==> src/rtl/bcd_cnt_pkg.sv <==
// Package: bcd_cnt_pkg
// Shared digit type and digit-level helpers for the decimal counter.
// Assumes 4-bit BCD digits; the digit count is set by the top module.
package bcd_cnt_pkg;
    localparam int DIGIT_W = 4;
    typedef logic [DIGIT_W-1:0] bcd_digit_t;
    localparam bcd_digit_t DIGIT_MAX = 4'd9;

    // Next value of a digit on a count step, wrapping nine to zero.
    function automatic bcd_digit_t digit_step(input bcd_digit_t d);
        return (d == DIGIT_MAX) ? '0 : bcd_digit_t'(d + 1'b1);
    endfunction
endpackage

==> src/rtl/bcd_nibble_clamp.sv <==
// Module: bcd_nibble_clamp
// Makes one parallel-input nibble a legal decimal digit: a code above nine
// becomes nine and any other code passes through. Purely combinational.
module bcd_nibble_clamp
    import bcd_cnt_pkg::*;
(
    input  bcd_digit_t raw_i,
    output bcd_digit_t legal_o
);
    // Clamp codes A..F to nine.
    always_comb begin
        legal_o = (raw_i > DIGIT_MAX) ? DIGIT_MAX : raw_i;
    end
endmodule

==> src/rtl/bcd_decade.sv <==
// Module: bcd_decade
// One decimal digit register with clear, load and step controls.
// Assumes load_val_i is already a legal digit. Priority inside the stage:
// clear, then load, then step. The carry to the next digit is high when
// this digit and every lower one are at nine.
module bcd_decade
    import bcd_cnt_pkg::*;
(
    input  logic       clk,
    input  logic       clr_n,
    input  logic       load_i,
    input  bcd_digit_t load_val_i,
    input  logic       en_i,
    input  logic       carry_in_i,
    output bcd_digit_t digit_o,
    output logic       carry_out_o
);
    bcd_digit_t digit_q;

    // Digit register: asynchronous clear, then load, then step.
    always_ff @(posedge clk or negedge clr_n) begin
        if (!clr_n) begin
            digit_q <= '0;
        end else if (load_i) begin
            digit_q <= load_val_i;
        end else if (en_i && carry_in_i) begin
            digit_q <= digit_step(digit_q);
        end
    end

    // Pass the carry upward when this digit is at nine.
    always_comb begin
        carry_out_o = carry_in_i && (digit_q == DIGIT_MAX);
    end

    assign digit_o = digit_q;
endmodule

==> src/rtl/bcd2_counter.sv <==
// Module: bcd2_counter
// Presettable decimal up-counter with packed BCD output, the most
// significant digit in the top nibble. Clear is asynchronous and active
// low. Load is synchronous and clamps each nibble to nine on its own.
// Clear wins over load, and load wins over enable. carry_o is combinational.
module bcd2_counter
    import bcd_cnt_pkg::*;
#(
    parameter int NUM_DIGITS = 2,
    localparam int W = NUM_DIGITS * DIGIT_W
)(
    input  logic         clk,
    input  logic         clr_n,
    input  logic         load_i,
    input  logic         en_i,
    input  logic [W-1:0] din_i,
    output logic [W-1:0] count_o,
    output logic         carry_o
);
    logic [NUM_DIGITS:0] chain;

    assign chain[0] = 1'b1;

    for (genvar g = 0; g < NUM_DIGITS; g++) begin : g_digit
        bcd_digit_t legal;
        bcd_digit_t value;

        bcd_nibble_clamp i_clamp (
            .raw_i   (din_i[g*DIGIT_W +: DIGIT_W]),
            .legal_o (legal)
        );

        bcd_decade i_decade (
            .clk         (clk),
            .clr_n       (clr_n),
            .load_i      (load_i),
            .load_val_i  (legal),
            .en_i        (en_i),
            .carry_in_i  (chain[g]),
            .digit_o     (value),
            .carry_out_o (chain[g+1])
        );

        assign count_o[g*DIGIT_W +: DIGIT_W] = value;
    end

    // Chain-out flag: all digits at nine and a count is requested.
    always_comb begin
        carry_o = en_i && !load_i && chain[NUM_DIGITS];
    end
endmodule

==> config.mk <==
export PLATFORM = sky130hd
export DESIGN_NAME = bcd2_counter
export DESIGN_NICKNAME = d
export VERILOG_FILES = /design/src/rtl/bcd_cnt_pkg.sv /design/src/rtl/bcd_nibble_clamp.sv /design/src/rtl/bcd_decade.sv /design/src/rtl/bcd2_counter.sv
export SDC_FILE = /design/constraint.sdc
export NUM_CORES = 1
export LEC_CHECK = 0
export CAP_MARGIN = 20
export CORE_AREA = 2 2 39 41
export CTS_BUF_LIST = sky130_fd_sc_hd__clkbuf_4 sky130_fd_sc_hd__clkbuf_8 sky130_fd_sc_hd__clkbuf_16
export CTS_CLUSTER_SIZE = 28
export DETAILED_ROUTE_END_ITERATION = 16
export DIE_AREA = 0 0 41 43
export GPL_ROUTABILITY_DRIVEN = 1
export GPL_TIMING_DRIVEN = 0
export PLACE_DENSITY_LB_ADDON = 0.3
export REMOVE_ABC_BUFFERS = 1
export SKIP_LAST_GASP = 1
export SLEW_MARGIN = 20
export SYNTH_ARGS = -nofsm -noshare
export SYNTH_HDL_FRONTEND = slang
export SYNTH_SLANG_ARGS = --single-unit
==> constraint.sdc <==
create_clock -name clk -period 2.4 [get_ports clk]
set_input_delay 0.36 -clock clk [delete_from_list [all_inputs] [get_ports clk]]
set_output_delay 0.36 -clock clk [all_outputs]
set_load 0.02 [all_outputs]
# After elaboration in Yosys (flattened, before gate mapping)
# Cells that the tools add are included.
totals:
  register_bits: 8
  elab_cells: 23
  out_inout_bits: 9
classes:
  add_sub_neg: 2
  n_eq_ne: 2
  muxes: 8
  magnitude_cmp: 2
  n_reduce_logical: 7
ops:
  columns: ["operator", "n"]
  rows:
  - ["$mux W4", 8]
  - ["$add A4 B1 Y4 const B", 2]
  - ["$eq A4 B4 Y1 const B", 2]
  - ["$gt A4 B4 Y1 const B", 2]
  - ["$logic_and A1 B1 Y1", 4]
  - ["$reduce_bool A2 Y1", 2]
  - ["$logic_not A1 Y1", 1]

# Depth between registers and ports, before layout
depth:
  word_depth: 4
  depth_mapped: 4

# Cells and area by module
# Synthesis repeated with hierarchy kept, for this count alone.
hier_totals:
  hier_cells: 70
  area_unflattened_um2: 560.5
modules_own_cells:
  columns: ["module", "n_inst", "cells_each", "area_per_inst_um2"]
  rows:
  - ["bcd_decade", 2, 29, 246.5]
  - ["bcd_nibble_clamp", 2, 5, 27.5]
  - ["bcd2_counter", 1, 2, 12.5]

# Least setup slack after synthesis
# OpenSTA, ideal clock, no wires.
synth_path:
  path_kind: "register -> output"
  from: "reg g_digit[0].i_decade.digit_q[1]"
  to: "out carry_o"
  stages_incl_launch_ff: 5
  required_ns: 2.040
  slack_ns: 0.438
  t_arrival_ns: 1.602
  path_cell_list: "dfrtp_1 -> and3b_1 -> buf_2 -> nand2_1 -> nor4_1"
synth_via:
  elab_chain_len: 3
synth_rtl:
  columns: ["item", "line", "source"]
  rows:
  - ["start, declared", "bcd_decade.sv:18", "bcd_digit_t digit_q;"]
  - ["start signal, assigned", "bcd_decade.sv:25", "digit_q <= load_val_i;"]
  - ["start signal, assigned", "bcd_decade.sv:27", "digit_q <= digit_step(digit_q);"]
  - ["$eq A4 B4 Y1", "bcd_decade.sv:33", "carry_out_o = carry_in_i && (digit_q == DIGIT_MAX);"]
  - ["$logic_and A1 B1 Y1", "bcd_decade.sv:33", null]
  - ["$logic_and A1 B1 Y1", "bcd2_counter.sv:49", "carry_o = en_i && !load_i && chain[NUM_DIGITS];"]
  - ["end, declared", "bcd2_counter.sv:18", "output logic carry_o"]
# Every way passes these cells.

# Final worst setup path
layout_path:
  from: "in en_i"
  to: "out carry_o"
layout_via:
  elab_chain_len: 2
layout_rtl:
  columns: ["item", "line", "source"]
  rows:
  - ["start, declared", "bcd2_counter.sv:15", "input logic en_i,"]
  - ["$logic_and A1 B1 Y1 (2 in series)", "bcd2_counter.sv:49", null]
# Every way passes these cells.

==> metrics.cfg <==
[status]
status = finished, final reports clean

[cts]
cts_max_level = 1
cts_setup_buffers = 0
root_buffer = clkbuf_4
cts_buffers = 3
clk_latency_ns = 0.25
cts_buffer_depth = 2
cts_tree = done
clk_pin_slew_ns = 0.05
cts.sinks = 8

[grt]
grt_max_degree = 16
globalRouteTotalUtil_pct = 17.6
grt_pass1_wl_um = 2100
antenna_found_initial = 0
gr-total-overflow = 0
grt_pass1_vias = 507

[setup_path]
crit_family = buffers and inverters
path_cells = clkdlybuf4s50_1 -> and3b_2 -> nand2_1 -> nor4_1 -> dlygate4sd2_1
crit_required_ns = 2.04
r2r-start = g_digit[0].i_decade.digit_o[2]
cp_slowest_stage_delay_ns = 0.55
cp_slowest_cell = clkdlybuf4s50_1
r2r-end = g_digit[1].i_decade.digit_o[2]
rr_worst_depth = 3
worstSetupPathType = primary input to output pin
r2r_slack_ns = 1.20
start_kind = primary input
end_kind = output pin
crit_fanout = 9
timing.critical_path.buf_inv = 2
arrival_ns = 1.85

[final_layout]
n_antenna_cell = 0
area_delta_synth_final_pct = 41.8
nNetsFinal = 97
largest_reg_flops = 8
fin_util_pct = 54.6
stdcell_area_um2 = 756
drive_gt1_share_pct = 4.82

[placement]
gp_congestion = 0.733
dp_hpwl_um = 936
port_buffers = 20
place_area_um2 = 733

[synthesis]
synth_top_area_share_pct = 37.6
seq_area_frac_synth_pct = 37.6
yosysWarnings = 0
synth_area_leader_cell = dfrtp_1
async_flop_share_pct = 100
synth_edf_count = 0
yosysUniqueCellTypes = 29
synth.avg_cell_area_um2 = 8.46
synthCells = 63
synthFlopType = dfrtp_1
synth_area_leaders = dfrtp_1 38%, o21a_1 4.2%, a311o_1 3.8%
synth-seq-cells = 8
post-synth-top-count-cell = dfrtp_1
synth_common_cells = 8 x dfrtp_1, 5 x inv_1, 5 x nand2_1
syn_area_um2 = 533

[pwr]
vdd_ir_drop_max_v = 0.000307
p_leak_nw = 0.307
power.density_nw_per_um2 = 545

[route]
drt-initial-drc-count = 10
wl_per_cell_um = 12.7
ant_nets = 0
drc = 0
vias = 543
vias_per_cell = 5.48
wirelength_um = 1250
dr.pass1.iters = 4

[timing]
max_freq_ghz = 0.452
post-route-period-util_pct = 92.1
finalHoldViolCount = 0
slew_violations = 0
tns_ns = 0
rsz0062_at_grt = false
min_period_ns = 2.21
fin_skew_ns = 0.00139
max_slew_margin_pct = 68.9
tightest_slew_ns = 0.466
setup_violations = 0

[floorplanning]
boundaryPins = 21
die_h_um = 43
die_x_um = 41
design.core.area_um2 = 1380
start_util_pct = 38.5
die-area_um2 = 1760
row_count = 14

[worst_hold_path]
hp-class = primary input to async pin

[flow_run]
cap_violations = 0

through the flow:
stage               hold WS [ns]  std cells  worst slack (ns)  power, mW
floorplan                 0.0644         60             0.438      0.243
global placement           0.614         96            -0.212      0.313
detailed placement         0.607         96            -0.170      0.315
CTS                        0.400         99             0.196      0.422
global route               0.422         99            0.0193      0.442
finish                     0.400         99             0.189      0.412
area by class of cell:
type	count	area (um^2)
Fill cell	152	628
Tap cell	16	20.0
Clock buffer	3	22.5
Multi-Input combinational cell	47	295
Timing Repair Buffer	20	199
Sequential cell	8	200
Inverter	5	18.8
cells in the final DEF, fill, tap and decap left out:
| cell | n |
|---|---|
| a211o_1 | 1 |
| a211oi_1 | 1 |
| a21oi_1 | 1 |
| a311o_1 | 2 |
| a31oi_1 | 2 |
| and3b_1 | 1 |
| and3b_2 | 1 |
| and4_1 | 1 |
| and4b_1 | 1 |
| clkbuf_4 | 3 |
| clkdlybuf4s50_1 | 19 |
| dfrtp_1 | 8 |
| dlygate4sd2_1 | 1 |
| inv_1 | 5 |
| nand2_1 | 5 |
| nand2b_1 | 2 |
| nand3_1 | 4 |
| nand3b_1 | 2 |
| nand4_1 | 3 |
| nor2_1 | 3 |
| nor2b_1 | 2 |
| nor3_1 | 2 |
| nor4_1 | 1 |
| o211ai_1 | 1 |
| o21a_1 | 3 |
| o21ai_0 | 3 |
| o21ai_1 | 2 |
| or3_1 | 1 |
| xnor2_1 | 1 |
| xor2_1 | 1 |
report_power, final:
group,internal (mW),switching [mW]
clock,0.0570,0.0428
combinational,0.0708,0.0673
sequential,0.151,0.0231
routing by layer:
metal	vias up	routed length (um)	global-route usage (%)
met5	-	0	0
met4	0	5	10.0
met3	2	100	3.14
met2	19	582	26.9
met1	246	566	22.0
li1	276	-	-
worst max-delay path by stage:
stage | startpoint | to | cells after the start
final | en_i | carry_o | 5
after global routing | en_i | carry_o | 5
after CTS | en_i | carry_o | 5
after detailed placement | en_i | carry_o | 5
after global placement | en_i | carry_o | 5
after floorplan | g_digit[0].i_decade.digit_o[1] | carry_o | 3
timing repair:
item                                    4_1_cts  5_1_grt
hold buffers                                  0        0
gates resized for setup                       2        0
endpoints found under the setup margin        1        0
cell families after synthesis:
kind of cell | share of synthesized area, %
buf+inv | 7.28
compound gates | 20.4
simple gates | 31.5
flops | 37.6
xor+xnor | 3.29
Power figures use the tool's default switching activity.
